## src/rtl/arx_rx_pkg.sv

```systemverilog
package arx_rx_pkg;
  localparam int WORD_W = 32;
  localparam int CNT_W  = $clog2(WORD_W) + 1;
  localparam int BYTE_W = 8;

  typedef struct packed {
    logic [WORD_W-1:0] bits;
    logic [CNT_W-1:0]  count;
    logic              clash;
  } raw_word_t;
endpackage

```

## src/rtl/arx_bit_capture.sv

```systemverilog
module arx_bit_capture
  import arx_rx_pkg::*;
#(
  parameter int GAP_TICKS = 16
) (
  input  logic      clk,
  input  logic      rst_n,
  input  logic      line_one,
  input  logic      line_zero,
  input  logic      gap_clk,
  output logic      frame_done,
  output raw_word_t frame
);
  localparam int GAP_W = $clog2(GAP_TICKS + 1);

  logic one_q, zero_q, gap_q;
  logic [WORD_W-1:0] shreg;
  logic [CNT_W-1:0]  nbits;
  logic              clash;
  logic [GAP_W-1:0]  gap_cnt;

  logic one_rise, zero_rise, gap_rise, line_busy, pending, gap_met;
  assign one_rise  = line_one & ~one_q;
  assign zero_rise = line_zero & ~zero_q;
  assign gap_rise  = gap_clk & ~gap_q;
  assign line_busy = line_one | line_zero;
  assign pending   = (nbits != '0) | clash;
  assign gap_met   = (gap_cnt == GAP_W'(GAP_TICKS));

  always_ff @(posedge clk or negedge rst_n) begin
    if (!rst_n) begin
      one_q      <= 1'b0;
      zero_q     <= 1'b0;
      gap_q      <= 1'b0;
      shreg      <= '0;
      nbits      <= '0;
      clash      <= 1'b0;
      gap_cnt    <= '0;
      frame_done <= 1'b0;
      frame      <= '0;
    end else begin
      one_q      <= line_one;
      zero_q     <= line_zero;
      gap_q      <= gap_clk;
      frame_done <= 1'b0;
      if (line_busy) gap_cnt <= '0;
      else if (gap_rise && !gap_met) gap_cnt <= gap_cnt + 1'b1;
      if (line_one && line_zero) begin
        clash <= 1'b1;
      end else if (one_rise || zero_rise) begin
        shreg <= {one_rise, shreg[WORD_W-1:1]};
        if (nbits != '1) nbits <= nbits + 1'b1;
      end
      if (!line_busy && gap_met && pending) begin
        frame_done <= 1'b1;
        frame      <= '{bits: shreg, count: nbits, clash: clash};
        shreg      <= '0;
        nbits      <= '0;
        clash      <= 1'b0;
      end
    end
  end


  end_on_null_chk: assert property (@(posedge clk) disable iff (!rst_n)
    frame_done |-> !$past(line_one | line_zero));
endmodule

```

## src/rtl/arx_word_check.sv

```systemverilog
module arx_word_check
  import arx_rx_pkg::*;
(
  input  logic              par_en,
  input  raw_word_t         frame,
  output logic [WORD_W-1:0] word_out,
  output logic              word_err
);
  logic par_fail, count_bad;

  always_comb begin
    par_fail  = par_en & ~(^frame.bits);
    count_bad = (frame.count != CNT_W'(WORD_W));
    word_out  = frame.bits;
    if (par_en) word_out[WORD_W-1] = par_fail;
    word_err  = count_bad | frame.clash | par_fail;
  end
endmodule

```

## src/rtl/arx_byte_readout.sv

```systemverilog
module arx_byte_readout
  import arx_rx_pkg::*;
(
  input  logic              clk,
  input  logic              rst_n,
  input  logic              load,
  input  logic [WORD_W-1:0] word_in,
  input  logic              err_in,
  input  logic              rd_n,
  output logic [BYTE_W-1:0] bus_data,
  output logic              bus_oe,
  output logic              ready,
  output logic              error
);
  localparam int BYTES = WORD_W / BYTE_W;
  localparam int PTR_W = $clog2(BYTES);

  logic              rd_q;
  logic [WORD_W-1:0] hold;
  logic [PTR_W-1:0]  ptr;
  logic              rd_rise;

  assign rd_rise  = rd_n & ~rd_q;
  assign bus_oe   = ~rd_n;
  assign bus_data = hold[ptr*BYTE_W +: BYTE_W];

  always_ff @(posedge clk or negedge rst_n) begin
    if (!rst_n) begin
      rd_q  <= 1'b1;
      hold  <= '0;
      ptr   <= '0;
      ready <= 1'b0;
      error <= 1'b0;
    end else begin
      rd_q <= rd_n;
      if (load) begin
        hold  <= word_in;
        error <= err_in;
        ready <= 1'b1;
        ptr   <= '0;
      end else if (rd_rise) begin
        ptr <= ptr + 1'b1;
        if (ptr == '0) ready <= 1'b0;
      end
    end
  end


  ready_on_load_chk: assert property (@(posedge clk) disable iff (!rst_n)
    load |=> ready);

  ready_clear_chk: assert property (@(posedge clk) disable iff (!rst_n)
    (rd_rise && !load && ptr == '0) |=> !ready);

  ptr_restart_chk: assert property (@(posedge clk) disable iff (!rst_n)
    load |=> (ptr == '0));

  ptr_hold_chk: assert property (@(posedge clk) disable iff (!rst_n)
    (!load && !rd_rise) |=> $stable(ptr));

  err_capture_chk: assert property (@(posedge clk) disable iff (!rst_n)
    (load && err_in) |=> error);
endmodule

```

## src/rtl/arx_word_rx.sv

```systemverilog
module arx_word_rx
  import arx_rx_pkg::*;
#(
  parameter int GAP_TICKS = 16
) (
  input  logic       clk,
  input  logic       rst_n,
  input  logic       line_one,
  input  logic       line_zero,
  input  logic       gap_clk,
  input  logic       par_en,
  input  logic       rd_n,
  output logic [7:0] bus_data,
  output logic       bus_oe,
  output logic       rdy,
  output logic       err
);
  logic              frame_done;
  raw_word_t         frame;
  logic [WORD_W-1:0] checked_word;
  logic              checked_err;

  arx_bit_capture #(.GAP_TICKS(GAP_TICKS)) u_capture (
    .clk(clk), .rst_n(rst_n), .line_one(line_one), .line_zero(line_zero),
    .gap_clk(gap_clk), .frame_done(frame_done), .frame(frame)
  );

  arx_word_check u_check (
    .par_en(par_en), .frame(frame), .word_out(checked_word), .word_err(checked_err)
  );

  arx_byte_readout u_readout (
    .clk(clk), .rst_n(rst_n), .load(frame_done), .word_in(checked_word),
    .err_in(checked_err), .rd_n(rd_n), .bus_data(bus_data), .bus_oe(bus_oe),
    .ready(rdy), .error(err)
  );
endmodule

```

## config.mk

```make
export PLATFORM = sky130hd
export DESIGN_NAME = arx_word_rx
export DESIGN_NICKNAME = d
export VERILOG_FILES = /design/src/rtl/arx_rx_pkg.sv /design/src/rtl/arx_bit_capture.sv /design/src/rtl/arx_word_check.sv /design/src/rtl/arx_byte_readout.sv /design/src/rtl/arx_word_rx.sv
export SDC_FILE = /design/constraint.sdc
export NUM_CORES = 1
export LEC_CHECK = 0
export ABC_AREA = 1
export CAP_MARGIN = 20
export CORE_ASPECT_RATIO = 0.75
export CORE_MARGIN = 10
export CORE_UTILIZATION = 30
export DETAILED_ROUTE_END_ITERATION = 10
export REMOVE_ABC_BUFFERS = 1
export SLEW_MARGIN = 40
export SYNTH_ARGS = -nofsm -noshare
export SYNTH_HDL_FRONTEND = slang
export SYNTH_HIERARCHICAL = 1
export SYNTH_SLANG_ARGS = --single-unit
```

## constraint.sdc

```tcl
create_clock -name clk -period 4.8 [get_ports clk]
set_clock_uncertainty 0.2 [all_clocks]
set_input_delay 0.48 -clock clk [delete_from_list [all_inputs] [get_ports clk]]
set_output_delay 0.48 -clock clk [all_outputs]
set_load 0.01 [all_outputs]
```

After elaboration in Yosys (flattened, before gate mapping) --
Cells that the tools add are included.
Storage, ports and cells: flip-flop bits (word level) 124, output and inout bits 11, RAM bits 0, memories kept 0, logic and storage cells 76, input port bits 7, bits in read-only memories 0, bits in latches 0
Operators by class: mux-type cells 18, bitwise gates (word level) 15, reductions and logical operators 19, shift operators 1, equality and inequality tests 4, divide/modulo/power cells 0, magnitude comparators 0, $add $sub $neg 3, $mul 0
Operators by type and width (number):
- 32-bit 2-to-1 mux | 3
- 32-bit XOR reduction | 1
- 32-bit by 6-bit indexed part select with 8-bit output | 1
- 6-bit 2-to-1 mux | 4
- 6-bit != test (second input constant) | 2
- 2-bit nonzero test | 6
- 5-bit 2-to-1 mux | 2
- 1-bit 2-to-1 mux | 7
- 6-bit by 1-bit adder with 6-bit output (second input constant) | 1
- 1-bit NOT | 6
- 6-bit nonzero test | 1
- 5-bit by 1-bit adder with 5-bit output (second input constant) | 1
- 1-bit AND | 5
- 5-bit equality test (second input constant) | 1
- 1-bit logical AND | 4
- 2-bit 2-to-1 mux | 2
- 1-bit bitwise OR | 4
- 2-bit AND reduction | 2
- 3-bit AND reduction | 1
- 2-bit by 1-bit adder with 2-bit output (second input constant) | 1
- 1-bit logical NOT | 2
- 2-bit logical NOT | 1
- 2-bit != test (second input constant) | 1
- 1-bit logical OR | 1

Longest topological paths before layout --
depth after elaboration 6, mapped depth 15, gate-level depth less buffers 15

Cells and area by module --
Netlist, hierarchy kept.
By module, submodules not included:
- arx_bit_capture | cells each 443, sequential area each 2177.1 µm², area an instance 3767.4 µm², times used 1
- arx_byte_readout | cells each 220, sequential area each 927.1 µm², area an instance 1760.4 µm², times used 1
- arx_word_check | cells each 237, sequential area each 0.0 µm², area an instance 1067.3 µm², times used 1

Worst setup path after synthesis --
Ideal clock, no wire load.
kind reg2reg, start point register u_capture/frame[15] (netlist name), end point register u_readout.hold[31], cell stages (with the launch flop) 15, setup slack 3.238 ns, setup time 0.133 ns, path buffers 0, data arrival time 1.229 ns, data required time 4.467 ns, clock period less this slack 1.562 ns, path through dfrtp_1 nand2_1 inv_1 nor2_2 nand2_1 nand2_1 nand2_1 nand2_2 nor2_1 nor2_1 nand2_1 nand3_2 nand2_1 nand2_1 o21ai_0
Between the ends: word-level cells in the longest chain between the ends 4
Ends and longest elaborated chain:
- 32-bit XOR reduction | RTL line arx_word_check.sv:12 | par_fail = par_en & ~(^frame.bits);
- 1-bit NOT | RTL line arx_word_check.sv:12
- 1-bit AND | RTL line arx_word_check.sv:12
- 1-bit 2-to-1 mux | RTL line arx_word_check.sv:15 | if (par_en) word_out[WORD_W-1] = par_fail;
- named net checked_word[31] | RTL line arx_word_rx.sv:20 | logic [WORD_W-1:0] checked_word;
- to (signal assigned) | RTL line arx_byte_readout.sv:37 | hold <= word_in;
- to (decl) | RTL line arx_byte_readout.sv:19 | logic [WORD_W-1:0] hold;
The timed path passes the listed nets, and every way through them passes these cells. A chain may end at the register's enable or synchronous reset.

Final worst setup path --
start point register u_readout.ptr[0], end point output port bus_data[7]
Between the ends: word-level cells in the longest chain between the ends 1
Ends and longest elaborated chain:
- from (decl) | RTL line arx_byte_readout.sv:20 | logic [PTR_W-1:0] ptr;
- from (signal assigned) | RTL line arx_byte_readout.sv:42 | ptr <= ptr + 1'b1;
- 32-bit by 6-bit indexed part select with 8-bit output | RTL line arx_byte_readout.sv:25 | assign bus_data = hold[ptr*BYTE_W +: BYTE_W];
- to (decl) | RTL line arx_word_rx.sv:13 | output logic [7:0] bus_data,
No other way between the ends.

==> impl_metrics.tcl <==
set metrics [dict create \
    min_period_ns 3.02 \
    cts_tree "done" \
    wl_per_cell_um 11.3 \
    rsz0062_at_grt "no" \
    p_switching_uw 854 \
    final_layout_size_suffix_gt1_frac 0.0740 \
    vias 4940 \
    power.internal_mw 2.14 \
    pwr_density_cell_nw_per_um2 409 \
    pwr-share-comb 0.163 \
    die_w_um 191 \
    diodes 0 \
    status "finished, final reports clean" \
    dr.pass1.iters 6 \
    yosys.cell_types.count 29 \
    synth-warning-count 6 \
    p_seq_frac 0.417 \
    min-delay-start "u_readout/error" \
    drc 0 \
    track_usage 0.0994 \
    wl_um 13300 \
    ys_ff_latch 124 \
    min_path_cells 2 \
    fin_crit_sh 0.629 \
    synth.avg_cell_area_um2 7.33 \
    leakage_nw 3.83 \
    async_reset_ff_frac 1.00 \
    syn_to_final_growth_pct 10.9 \
    h-tree-depth 4 \
    synth_top_area_cell "dfrtp_1" \
    cts_sinks 124 \
    synth_ff_type "dfrtp_1" \
    seq_area_frac_synth 0.471 \
    report.final.slew_viol_count 0 \
    crit_chain "inv_6, nand2_1, nand3_1, nand2_1, clkdlybuf4s50_1" \
    first_iter_violations 360 \
    p_clk_frac 0.420 \
    syn-instance-count 900 \
    critical-path-max-stage-delay_ns 0.81 \
    gp_congestion 0.795 \
    crit_top_cell "nand2_1" \
    dieArea_um2 28400 \
    postRouteAntennaNets 0 \
    fmax_ghz 0.331 \
    whs_ns 0.273 \
    die_y_um 148 \
    hold_buffers 1 \
    grt_first_pass_wirelength_um 23100 \
    fin_ws_ns 1.78 \
    slew-limit-headroom 0.511 \
    grt_start_max_net_pins 119 \
    synth_top_area_share 0.467 \
    grt_pass1_vias 4652 \
    hold_viol_final 0 \
    hpwlAfterDp_um 8960 \
    path_clk_slew_ns 0.05 \
    worstPathRequired_ns 4.12 \
    worst_slew_pin_slew_ns 0.733 \
    via_per_inst 4.19 \
    cp-start-kind "flip-flop" \
    end_kind "primary output" \
    final_core_util 0.343 \
    whs_endpoint "u_readout/error" \
    start_util 0.309 \
    cts_inserted_buffers 17 \
    antenna_found_initial 0 \
    drv_cap 0 \
    worst-setup-path-type "reg -> out" \
    finalSetupViolations 0 \
    nets 891 \
    grt.overflow.total 0 \
    pre_cts_ws_ns 2.21 \
    r2r_setup_slack_ns 2.73 \
    clk_latency_ns 0.42 \
    synth_edf_count 0 \
    final-seq-area_um2 3110 \
    crit_slowest_cell "dfrtp_1" \
    fp-row-count 46 \
    hp-class "reg -> reg" \
    multiInputGateArea_um2 2480 \
    io_pins 18 \
    setup_tns_ns 0 \
    io_buffers 17 \
    worstReg2RegStart "u_capture/nbits[0]" \
    cts_resized 0 \
    irDropWorstVdd_mv 0.168 \
    fillers 2247 \
    core-area_um2 21400 \
    r2r_cells 6 \
    root_buffer "clkbuf_16" \
    switching_share 0.286 \
    regToRegEndpoint "u_capture/nbits[0]" \
    clock_path_buffers 2 \
    synth_area_um2 6600 \
    critPathArrivalTime_ns 2.34 \
    ys_top_cells_by_area "dfrtp_1 (47%), nand2_1 (20%), inv_1 (8.3%)" \
    cp_max_fo 18 \
    fin_total_pwr_mw 2.99 \
    cts_post_setup_buffers_inserted 0 \
]
## registers in the layout (all words and copies together), names as in the netlist
name,cells
u_capture/frame_done,1
u_capture/one_q,1
u_readout/hold,32
u_readout/rd_q,1
u_capture/shreg,32
u_readout/ptr,2
u_capture/gap_q,1
u_readout/error,1
u_capture/nbits,6
u_capture/zero_q,1
u_readout/ready,1
u_capture/clash,1
u_capture/gap_cnt,5
u_capture/frame,39
## critical path, delay by kind of cell (launching register included)
| kind | cells | cell delay, ns |
|---|---|---|
| DFF | 1 | 0.81 |
| buffers and inverters | 2 | 0.75 |
| and+or+nand+nor | 3 | 0.36 |
## power groups by stage
stage | clock network (mW) | logic (mW) | registers (mW)
3_5_place_dp | 0 | 0.488 | 1.26
4_1_cts | 1.29 | 0.493 | 1.25
3_3_place_gp | 0 | 0.481 | 1.26
2_1_floorplan | 0 | 0.328 | 1.23
6_report | 1.26 | 0.487 | 1.25
5_1_grt | 1.35 | 0.574 | 1.26
## logic make-up after synthesis
group | synth area share
compound gates | 0.0797
xor+xnor | 0.0120
fa+ha+maj | 0.00949
buf+inv | 0.156
flops | 0.471
simple gates | 0.272
## cell usage after synthesis, types with 2 or more instances
cell type and number:
nand2_1 354, inv_1 145, dfrtp_1 123, o21ai_0 90
nand3_1 42, buf_4 39, nor2_1 21, nand2_2 14
o21ai_1 14, buf_2 8, inv_2 8, buf_6 6
xor2_1 6, ha_1 5, clkbuf_2 4, clkbuf_1 3
nand4_1 3, xnor2_1 3, nor2_4 2
## per-stage QoR
stage               area (um^2)  instances
finish                     7320       1180
global route               7320       1180
CTS                        7320       1180
detailed placement         6720       1147
global placement           6700       1147
floorplan                  6150        839
## final cells by class
class                           count  area share
Tap cell                          288      0.0493
Sequential cell                   124       0.424
Multi-Input combinational cell    561       0.339
Inverter                          154      0.0797
Clock buffer                       22      0.0648
Timing Repair Buffer               21      0.0274
Clock inverter                     10      0.0157
## how the worst max path moves through the flow
stage	start	end	slack [ns]	cells after the start
after floorplan	line_zero	u_capture/nbits[2]	2.52	7
after global placement	line_one	u_capture/nbits[4]	1.96	7
after detailed placement	u_readout/ptr[0]	bus_data[7]	2.21	5
after CTS	u_readout/ptr[0]	bus_data[7]	1.75	5
after global routing	u_readout/ptr[0]	bus_data[7]	1.65	5
final	u_readout/ptr[0]	bus_data[7]	1.78	5
## routing by layer
metal | global-route usage | wire, um | up-vias
met2 | 0.133 | 5190 | 63
met1 | 0.149 | 7490 | 2225
met3 | 0.0299 | 568 | 11
met5 | 0 | 0 | -
met4 | 0.0246 | 100 | 0
li1 | - | - | 2641
## placed cells by master (no fill, tap or decap), drive strengths merged
cell and n:
nand4 3, dfstp 1, inv 154, or2 1
xnor2 3, nand3 43, xor2 6, o21ai 104
clkbuf 22, dfrtp 123, nand2 369, nor4 1
a21oi 1, buf 4, clkinvlp 3, dlygate4sd3 1
nand3b 1, clkdlybuf4s50 16, nor2 24, clkinv 5
bufinv 2, ha 5
Power figures use the tool's default switching activity.
